### config.mk
export PLATFORM = sky130hd
export DESIGN_NAME = dma_req_frontend
export DESIGN_NICKNAME = d
export VERILOG_FILES = /design/src/rtl/dma_req_pkg.sv /design/src/rtl/dreq_select.sv /design/src/rtl/dreq_sync.sv /design/src/rtl/dreq_ack_fsm.sv /design/src/rtl/dma_req_frontend.sv
export SDC_FILE = /design/constraint.sdc
export NUM_CORES = 1
export LEC_CHECK = 0
export ABC_AREA = 1
export BUFFER_PORTS_ARGS = -buffer_cell sky130_fd_sc_hd__buf_2
export CORE_AREA = 2 2 39 41
export CTS_BUF_LIST = sky130_fd_sc_hd__clkbuf_8
export CTS_CLUSTER_DIAMETER = 60
export DETAILED_ROUTE_END_ITERATION = 6
export DIE_AREA = 0 0 41 43
export GPL_TIMING_DRIVEN = 0
export SYNTH_ARGS = -nofsm -noshare
export SYNTH_HDL_FRONTEND = slang
export SYNTH_SLANG_ARGS = --single-unit
### constraint.sdc
create_clock -name clk -period 1.2 [get_ports clk]
set_clock_uncertainty 0.1 [all_clocks]
set_input_delay 0 -clock clk [delete_from_list [all_inputs] [get_ports clk]]
set_output_delay 0 -clock clk [all_outputs]
set_load 0.02 [all_outputs]
### src/rtl/dma_req_pkg.sv
package dma_req_pkg;

    localparam int unsigned REQ_LINES   = 8;
    localparam int unsigned SEL_W       = $clog2(REQ_LINES);
    localparam int unsigned SYNC_STAGES = 2;

    typedef enum logic [1:0] {
        ST_IDLE  = 2'd0,
        ST_BUSY  = 2'd1,
        ST_DRAIN = 2'd2
    } hs_state_e;

    typedef struct packed {
        logic             enable;
        logic             hw_mode;
        logic             handshake;
        logic             sync_fast;
        logic [SEL_W-1:0] src_sel;
    } fe_cfg_t;

    function automatic logic pick_request(input logic hw_mode,
                                          input logic hw_synced,
                                          input logic sw_pulse);
        return hw_mode ? hw_synced : sw_pulse;
    endfunction

    function automatic logic wants_drain(input logic hw_mode,
                                         input logic handshake);
        return hw_mode & handshake;
    endfunction

endpackage

### src/rtl/dreq_select.sv
module dreq_select
    import dma_req_pkg::*;
#(
    parameter int unsigned LINES = REQ_LINES,
    localparam int unsigned SW   = $clog2(LINES)
) (
    input  logic [LINES-1:0] lines,
    input  logic [SW-1:0]    sel,
    output logic             picked
);
    logic [LINES-1:0] gated;

    for (genvar i = 0; i < LINES; i++) begin : g_gate
        assign gated[i] = lines[i] & (sel == SW'(i));
    end

    assign picked = |gated;
endmodule

### src/rtl/dreq_sync.sv
module dreq_sync #(
    parameter int unsigned STAGES = 2
) (
    input  logic clk,
    input  logic rst,
    input  logic advance,
    input  logic d,
    output logic q
);
    logic [STAGES-1:0] chain;

    always_ff @(posedge clk) begin
        if (rst) begin
            chain <= '0;
        end else if (advance) begin
            chain <= {chain[STAGES-2:0], d};
        end
    end

    assign q = chain[STAGES-1];
endmodule

### src/rtl/dreq_ack_fsm.sv
module dreq_ack_fsm
    import dma_req_pkg::*;
(
    input  logic clk,
    input  logic rst,
    input  logic enable,
    input  logic drain_mode,
    input  logic req,
    input  logic hw_level,
    input  logic done,
    output logic start,
    output logic ack
);
    hs_state_e state_q, state_d;
    logic      start_d, ack_d;

    always_comb begin
        state_d = state_q;
        start_d = 1'b0;
        ack_d   = ack;
        unique case (state_q)
            ST_IDLE: begin
                if (enable && req) begin
                    start_d = 1'b1;
                    ack_d   = 1'b1;
                    state_d = ST_BUSY;
                end
            end
            ST_BUSY: begin
                if (done) begin
                    ack_d   = 1'b0;
                    state_d = drain_mode ? ST_DRAIN : ST_IDLE;
                end
            end
            ST_DRAIN: begin
                if (!hw_level) begin
                    state_d = ST_IDLE;
                end
            end
            default: begin
                ack_d   = 1'b0;
                state_d = ST_IDLE;
            end
        endcase
    end

    always_ff @(posedge clk) begin
        if (rst) begin
            state_q <= ST_IDLE;
            start   <= 1'b0;
            ack     <= 1'b0;
        end else begin
            state_q <= state_d;
            start   <= start_d;
            ack     <= ack_d;
        end
    end
endmodule

### src/rtl/dma_req_frontend.sv
module dma_req_frontend
    import dma_req_pkg::*;
(
    input  logic                 clk,
    input  logic                 rst,
    input  logic                 cfg_enable,
    input  logic                 cfg_hw_mode,
    input  logic                 cfg_handshake,
    input  logic                 cfg_sync_fast,
    input  logic [SEL_W-1:0]     cfg_src_sel,
    input  logic                 slow_tick,
    input  logic [REQ_LINES-1:0] hw_req,
    input  logic                 sw_trig,
    input  logic                 xfer_done,
    output logic                 xfer_start,
    output logic                 req_ack
);
    fe_cfg_t cfg;
    logic    raw_req, synced_req, sw_pulse_q, sync_adv;

    assign cfg = '{enable:    cfg_enable,
                   hw_mode:   cfg_hw_mode,
                   handshake: cfg_handshake,
                   sync_fast: cfg_sync_fast,
                   src_sel:   cfg_src_sel};

    assign sync_adv = cfg.sync_fast | slow_tick;

    dreq_select #(.LINES(REQ_LINES)) sel_i (
        .lines  (hw_req),
        .sel    (cfg.src_sel),
        .picked (raw_req)
    );

    dreq_sync #(.STAGES(SYNC_STAGES)) sync_i (
        .clk     (clk),
        .rst     (rst),
        .advance (sync_adv),
        .d       (raw_req),
        .q       (synced_req)
    );

    // software trigger bit: set by the write strobe, gone one clock later
    always_ff @(posedge clk) begin
        if (rst) sw_pulse_q <= 1'b0;
        else     sw_pulse_q <= sw_trig;
    end

    dreq_ack_fsm fsm_i (
        .clk        (clk),
        .rst        (rst),
        .enable     (cfg.enable),
        .drain_mode (wants_drain(cfg.hw_mode, cfg.handshake)),
        .req        (pick_request(cfg.hw_mode, synced_req, sw_pulse_q)),
        .hw_level   (synced_req),
        .done       (xfer_done),
        .start      (xfer_start),
        .ack        (req_ack)
    );
endmodule

### Word-level counts from Yosys, hierarchy flattened

Cells that the tools add are included.

| word-level totals | value |
|---|---|
| flip-flop bits (word level) | 7 |

| operators by class | value |
|---|---|
| multiplexer cells | 10 |
| bitwise gates (word level) | 12 |
| equal/unequal tests | 12 |
| reductions and logical operators | 7 |

Operators with widths:

| operator | count |
|---|---|
| $eq 3x3->1 const B | 4 |
| $and 1x1->1 | 9 |
| $mux 2 | 4 |
| $reduce_or 8->1 | 1 |
| $eq 3x2->1 const B | 2 |
| $pmux 2 s3 | 1 |
| $reduce_and 3->1 | 2 |
| $mux 1 | 4 |
| $ne 2x2->1 const B | 2 |
| $eq 3x1->1 const B | 1 |
| $logic_not 3->1 | 1 |
| $pmux 1 s3 | 1 |
| $eq 2x1->1 const B | 1 |
| $eq 2x2->1 const B | 1 |
| $logic_not 2->1 | 1 |
| $ne 2x1->1 const B | 1 |
| $not 1->1 | 2 |
| $reduce_or 2->1 | 1 |
| $logic_and 1x1->1 | 1 |
| $or 1x1->1 | 1 |

### Logic depth before layout (Yosys ltp)

Gate-level depths: netlist of the first run.

| depth | value |
|---|---|
| depth after elaboration | 4 |
| gate-level depth with buffers | 7 |
| gate-level depth less buffers | 7 |

### Cells and area by module

From an unflattened synthesis of the first run, not the netlist that was laid out.

| unflattened totals | value |
|---|---|
| cells, all modules | 70 |
| area, all modules | 414.1 um2 |

By module, submodules not included:

| module | cells each | area each (um2) | times used |
|---|---|---|---|
| dreq_ack_fsm | 26 | 180.2 | 1 |
| dreq_select | 21 | 93.8 | 1 |
| dreq_sync | 13 | 83.8 | 1 |
| dma_req_frontend | 10 | 56.3 | 1 |

### Worst setup path after synthesis of the first run

OpenSTA, ideal clock, no wires.

| timing path | value |
|---|---|
| path kind | reg2reg |
| start | register sync_i.chain[1] |
| end | register fsm_i.ack |
| data arrival time | 0.768 ns |
| cell stages (with the launch flop) | 8 |
| data required time | 0.987 ns |
| buffers on the path | 0 |
| path slack | 0.219 ns |
| cell sequence | dfxtp_1 inv_2 nand2_1 nand2_1 o21ai_1 nand3_1 nand2_1 nand2_1 |

| on the way | value |
|---|---|
| word-level cells in the longest chain between the ends | 4 |

Ends and longest elaborated chain:

| item | line | RTL |
|---|---|---|
| start: declaration | dreq_sync.sv:10 | `logic [STAGES-1:0] chain;` |
| start signal: assignment | dreq_sync.sv:16 | `chain <= {chain[STAGES-2:0], d};` |
| $mux 1 | dma_req_pkg.sv:24 | `return hw_mode ? hw_synced : sw_pulse;` |
| $logic_and 1x1->1 | dreq_ack_fsm.sv:23 | `if (enable && req) begin` |
| $ne 2x1->1 (no source line) | - |  |
| $reduce_and 3->1 (no source line) | - |  |
| end signal: assignment | dreq_ack_fsm.sv:55 | `ack <= ack_d;` |
| end: declaration | dreq_ack_fsm.sv:12 | `output logic ack` |

Every way passes these cells.
A chain may end at the register's enable or synchronous reset.

### Worst setup path in the final report of the first run

Ends and elaborated chain as after synthesis.

==> results of run 1 <==
[worst max path at each step]
stage                                 startpoint                      endpoint  slack (ns)  cells after the start
floorplan           sync_i.chain[1]$_SDFFE_PP0P_        fsm_i.ack$_SDFFE_PP0P_        0.22                      7
global placement    sync_i.chain[1]$_SDFFE_PP0P_        fsm_i.ack$_SDFFE_PP0P_        0.14                      7
detailed placement  sync_i.chain[1]$_SDFFE_PP0P_        fsm_i.ack$_SDFFE_PP0P_        0.15                      7
CTS                                    slow_tick  sync_i.chain[0]$_SDFFE_PP0P_         0.1                      8
global route        sync_i.chain[1]$_SDFFE_PP0P_        fsm_i.ack$_SDFFE_PP0P_        0.03                      7
finish              sync_i.chain[1]$_SDFFE_PP0P_        fsm_i.ack$_SDFFE_PP0P_        0.15                      7
[metal layers]
layer  vias to the layer above  routed length [µm]
met4                         0                  53
met3                         4                  79
met2                        19                 420
met5                         -                   0
li1                        244                   -
met1                       179                 334
[cells in the final DEF, fill, tap and decap left out]
| cell type | n |
|---|---|
| nand4_1 | 1 |
| and3_1 | 1 |
| inv_2 | 3 |
| o21ai_2 | 1 |
| buf_2 | 21 |
| nor2_1 | 7 |
| inv_1 | 8 |
| nor2_2 | 2 |
| nand2_1 | 15 |
| dfxtp_1 | 7 |
| nand3_1 | 8 |
| o21ai_1 | 1 |
| o21ai_0 | 1 |
| a21oi_1 | 2 |
| or2_4 | 1 |
| dlygate4sd3_1 | 4 |
| clkbuf_8 | 3 |
| nand3b_1 | 2 |
[area by class of cell]
cell class                      instances  area share (%)
Timing Repair Buffer                   25            24.7
Inverter                               10            6.38
Sequential cell                         7            23.8
Tap cell                               16            3.40
Clock buffer                            3            7.02
Clock inverter                          1           0.638
Multi-Input combinational cell         42            34.0
[state kept, by name (all words and copies together) (netlist names)]
name,cells
sync_i.chain,2
fsm_i.ack,1
fsm_i.state_q,2
sw_pulse_q,1
fsm_i.start,1
[logic make-up (layout without fill, tap and decap cells)]
| group | Yosys count | in the layout | share of synthesized area (%) |
|---|---|---|---|
| DFF | 7 | 7 | 37.3 |
| and+or+nand+nor | 37 | 37 | 45.0 |
| buffers and inverters | 10 | 39 | 10.0 |
| AOI/OAI and AO/OA | 5 | 5 | 7.66 |
[stage by stage]
step | setup slack [ns] | hold WS, ns | cells
6_report | 0.152 | 0.0226 | 104
3_5_place_dp | 0.147 | 0.122 | 96
3_3_place_gp | 0.141 | 0.109 | 96
5_1_grt | 0.0288 | 0.0590 | 104
4_1_cts | 0.100 | 0.0164 | 104
2_1_floorplan | 0.219 | -0.0288 | 59
[worst reg2reg max path, delay by kind of cell (launching register included)]
family | cells | cell delay (ns)
AO/OA/AOI/OAI | 1 | 0.17
flip-flops | 1 | 0.31
AND/OR/NAND/NOR | 5 | 0.32
buffers and inverters | 1 | 0.05
[synthesized netlist by cell type]
cell,instances
nand3b_1,2
or2_4,1
a21oi_1,2
and3_1,1
nand3_1,8
o21ai_2,1
nor2_2,1
nor2_1,8
nand2_1,15
nand4_1,1
o21ai_0,1
dfxtp_1,7
inv_2,3
o21ai_1,1
inv_1,7
[power by group]
group	leakage (nW)	switching [mW]	total, mW	internal [mW]
logic	0.237	0.0578	0.117	0.0589
clock network	0.0269	0.106	0.327	0.221
registers	0.0576	0.00797	0.256	0.248
[what timing repair did]
action                     in CTS  in global routing
hold buffers                    4                  0
setup endpoints to repair       0                  1
hold endpoints to repair        5                  0
gates resized for setup         0                  1
==> metrics.yaml, run 1 <==
status:
  status: "finished clean"
power:
  vdd_ir_drop_max_mv: 0.712
  leakagePower_nw: 0.321
  powerDensity_nw_per_um2: 1190
  total_power_uw: 700
clock_tree:
  clock_latency_ns: 0.23
  cts_sinks: 7
  cts_made_buffers: 3
  clockBufferDepth: 2
  clk_pin_slew_ns: 0.04
  cts_tree: "done"
  cts_root_buf: "clkbuf_8"
  h-tree-depth: 1
  post_cts_buffers: 0
hold_path:
  hold-path-endpoint: "sync_i.chain[0]$_SDFFE_PP0P_"
  holdCritStartpoint: "cfg_src_sel[1]"
  holdPathStages: 5
  hold_class: "input port to flip-flop"
finish:
  multi_input_area_um2: 200
  finalNetCount: 109
  utilization_pct: 42.5
  diodes: 0
  area_growth_pct: 56.7
  final_layout_size_suffix_gt1_share_pct: 35.2
  n_fill_cell: 164
  seqCellArea_um2: 140
  finalInstanceArea_um2: 588
routing:
  wl_per_cell_um: 8.54
  drc_errors: 0
  viasPerCell: 4.29
  vias: 446
  dr.pass1.iters: 4
  routed_wl_um: 888
  ant_nets: 0
  drtIter0Drc: 8
timing:
  hold_violations: 0
  rsz0062_at_grt: "no"
  post-route-period-util_pct: 87.3
  setup-violations-final: 0
  fin_tns_setup_ns: 0
  maxSlewViolCount: 0
  max_slew_margin_pct: 88.2
  period_needed_ns: 1.05
  max_freq_mhz: 954
  tightest_slew_ns: 0.176
setup_path:
  regToRegStartpoint: "sync_i.chain[1]$_SDFFE_PP0P_"
  arrival_ns: 1.07
  criticalPathCategory: "flip-flop to flip-flop"
  cp_cell_sequence: "inv_2 > nand2_1 > nand2_1 > o21ai_1 > nand3_1 > nand2_1 > nand2_1"
  reg2reg_to: "fsm_i.ack$_SDFFE_PP0P_"
  worst_setup_path_end_kind: "flip-flop"
  critPathSlowestCell: "dfxtp_1"
  crit_fanout: 3
  crit_family: "simple AND/OR/NAND/NOR gates"
  regToRegSetupSlack_ns: 0.15
  r2r_cells: 7
  cp.required_ns: 1.22
  path_buf_inv: 1
  slowest_delay_ns: 0.31
  cp_common_cell: "nand2_1"
  setup.worst_path.start_class: "flip-flop"
yosys:
  ys.warnings.count: 0
  yosys.area.top_type: "dfxtp_1"
  synth_cell_types: 15
  netlist_instances: 59
  syn_area_um2: 375
  yosysSeqAreaShare_pct: 37.3
  avgSynthCellArea_um2: 6.36
  yosys.area.top_type_share_pct: 37.3
  netlist_top_cells_area: "dfxtp_1 (37%), nand2_1 (15%), nand3_1 (11%), nor2_1 (8.0%), inv_1 (7.0%)"
  synth-seq-cells: 7
  synthesis.nets: 79
placement:
  io_buffers: 21
  placed_area_um2: 500
  post-dp-hpwl_um: 682
  gp_congestion: 0.658
global_route:
  grt_pass1_wl_mm: 1.46
  top_usage_layer: "met2"
  grt_util_met3_pct: 4.71
  grt_max_degree: 6
  gr-usage-met2_pct: 20.3
  grt_usage_pct: 13.6
  grtUsageMet1_pct: 12.2
  antenna_found_initial: 0
  grt_pass1_vias: 410
  grt-ovfl-total: 0
die:
  initial_core_util_pct: 27.1
  rows: 14
  core_area_um2: 1380
  num_io_pins: 22
  dieArea_um2: 1760
  dieWidth_um: 41
  die_y_um: 43
run:
  drv_cap: 0
Power figures use the tool's default switching activity.
==> run 2, diff against run 1 <==
==> constraint.sdc (replaced) <==
create_clock -name clk -period 1.2 [get_ports clk]
set_clock_uncertainty 0.1 [all_clocks]
set_input_delay 0.18 -clock clk [delete_from_list [all_inputs] [get_ports clk]]
set_output_delay 0.18 -clock clk [all_outputs]
set_load 0.02 [all_outputs]
==> run 2 against run 1 <==
Count of clock-buffer cells in the layout stayed put. Combinational power down 9%. Final cell count decreased by 3.8%. Cell area fell by 7.2%. Wire length fell by 3.9%. Via count shrank 2.9%. Worst setup slack is essentially flat. Critical path depth unchanged. Die area did not move. Critical endpoint unchanged. Register-to-register slack about the same. Clock power hardly changed. Power is 1.7% lower.
==> metrics.yaml, run 2 (synthesis results as in run 1) <==
status:
  status: "finished clean"
routing:
  met1_length_um: 333  # -0.30%
  routed.top_layer: "met4"
  drc_errors: 0  # unchanged
  ant_nets: 0  # unchanged
  dr_wl_met2_um: 406  # -3.3%
  routed_wl_um: 853  # -3.9%
  met3WireLength_um: 63  # -20%
  drtIter0Drc: 9  # +1
  wl_per_cell_um: 8.53  # about the same
  viasPerCell: 4.33  # +0.97%
  vias: 433  # -2.9%
  dr.pass1.iters: 4  # unchanged
clock_tree:
  post_cts_buffers: 0  # unchanged
  clockBufferDepth: 2  # unchanged
  cts_root_buf: "clkbuf_8"
  cts-resized-gates: 0  # unchanged
  cts_made_buffers: 3  # unchanged
  cts_tree: "done"
  h-tree-depth: 1  # unchanged
  clk_pin_slew_ns: 0.04  # about the same
  cts_hold_buf: 0  # -4
  cts_sinks: 7  # unchanged
  clock_latency_ns: 0.23  # about the same
die:
  rows: 14  # unchanged
  die_y_um: 43  # unchanged
  dieWidth_um: 41  # unchanged
  dieArea_um2: 1760  # unchanged
  core_area_um2: 1380  # unchanged
  initial_core_util_pct: 27.1  # unchanged
  num_io_pins: 22  # unchanged
setup_path:
  crit_family: "simple AND/OR/NAND/NOR gates"
  arrival_ns: 1.07  # about the same
  cp.required_ns: 1.22  # about the same
  regToRegStartpoint: "sync_i.chain[1]$_SDFFE_PP0P_"
  cp_cell_sequence: "inv_2 > nand2_1 > nand2_1 > o21ai_1 > nand3_1 > nand2_1 > nand2_1"
  r2r_cells: 7  # unchanged
  crit_cells: 7  # unchanged
  critPathSlowestCell: "dfxtp_1"
  reg2reg_to: "fsm_i.ack$_SDFFE_PP0P_"
  cp_common_cell: "nand2_1"
  crit_start: "sync_i.chain[1]$_SDFFE_PP0P_"
  setup.worst_path.start_class: "flip-flop"
  crit_fanout: 3  # unchanged
  path_buf_inv: 1  # unchanged
  slowest_delay_ns: 0.31  # about the same
  regToRegSetupSlack_ns: 0.15  # about the same
  criticalPathCategory: "flip-flop to flip-flop"
  crit_path_end: "fsm_i.ack$_SDFFE_PP0P_"
  worst_setup_path_end_kind: "flip-flop"
placement:
  dp_cells: 96  # unchanged
  post-dp-hpwl_um: 682  # unchanged
  io_buffers: 21  # unchanged
  gp_congestion: 0.658  # unchanged
  dp_slack_ns: 0.147  # unchanged
finish:
  final_cells: 100  # -3.8%
  diodes: 0  # unchanged
  area_growth_pct: 45.3
  finalNetCount: 105  # -3.7%
  top_regs: "fsm_i.state_q (2), sync_i.chain (2)"
  layout_common_cells: "buf_2 (21), nand2_1 (15), inv_1 (8), nand3_1 (8), nor2_1 (8)"
  utilization_pct: 39.4  # -3.1 points
  final_common_cell: "buf_2"
  final_layout_size_suffix_gt1_share_pct: 35.7  # +0.49 points
timing:
  max_freq_mhz: 954  # about the same
  tightest_slew_ns: 0.186  # +0.0100 ns
  max_slew_margin_pct: 87.5  # -0.64 points
  post-route-period-util_pct: 87.3  # about the same
  hold_violations: 0  # unchanged
  maxSlewViolCount: 0  # unchanged
  rsz0062_at_grt: "no"
  period_needed_ns: 1.05  # +0.0000440 ns
  setup_slack_ns: 0.152  # -0.0000440 ns
  fin_tns_setup_ns: 0  # unchanged
  setup-violations-final: 0  # unchanged
hold_path:
  hold_class: "input port to flip-flop"
global_route:
  grt_usage_pct: 13.3  # -0.30 points
  antenna_found_initial: 0  # unchanged
  grt_pass1_wl_mm: 1.42  # -2.8%
  grt_max_degree: 6  # unchanged
  grt_pass1_vias: 398  # -2.9%
  grt-ovfl-total: 0  # unchanged
power:
  powerDensity_nw_per_um2: 1260  # +5.9%
  vdd_ir_drop_max_mv: 0.705  # -0.96%
  leakagePower_nw: 0.305  # -5.2%
run:
  drv_cap: 0  # unchanged
run 2: cell types whose count changed in the layout (fill, tap and decap cells not counted), sizes merged:
cell	before	now
dlygate4sd3	4	0
run 2: area by class of cell:
cell class | count | area (µm²)
Fill cell | 167 | 838
Multi-Input combinational cell | 42 | 198
Sequential cell | 7 | 140
Timing Repair Buffer | 21 | 105
Clock buffer | 3 | 41.3
Inverter | 10 | 37.5
Tap cell | 16 | 20.0
Clock inverter | 1 | 3.75
run 2: metrics by stage:
step | instance area [µm²] | power, mW | hold WS (ns)
6_report | 546 | 0.688 | 0.0584
5_1_grt | 546 | 0.728 | 0.0768
4_1_cts | 546 | 0.705 | 0.0590
3_5_place_dp | 500 | 0.366 | 0.302
3_3_place_gp | 500 | 0.365 | 0.289
2_1_floorplan | 375 | 0.318 | 0.151
run 2: power by group:
part	switching, mW	total (mW)	internal [mW]
logic	0.0556	0.106	0.0500
registers	0.00805	0.256	0.248
clock network	0.105	0.326	0.221
run 2: routing by layer:
metal	up-vias	global-route usage, %
li1	237	-
met3	4	4.71
met1	174	11.9
met5	-	0
met4	0	16.0
met2	18	19.7
run 2: worst min path at each step:
| stage | from | end | slack, ns | depth (start not counted) |
|---|---|---|---|---|
| after floorplan | rst | sw_pulse_q$_SDFF_PP0_ | 0.15 | 1 |
| after global placement | sw_trig | sw_pulse_q$_SDFF_PP0_ | 0.29 | 3 |
| after detailed placement | rst | sw_pulse_q$_SDFF_PP0_ | 0.30 | 2 |
| after CTS | rst | sw_pulse_q$_SDFF_PP0_ | 0.06 | 2 |
| after global routing | rst | sw_pulse_q$_SDFF_PP0_ | 0.08 | 2 |
| final | rst | sw_pulse_q$_SDFF_PP0_ | 0.06 | 2 |
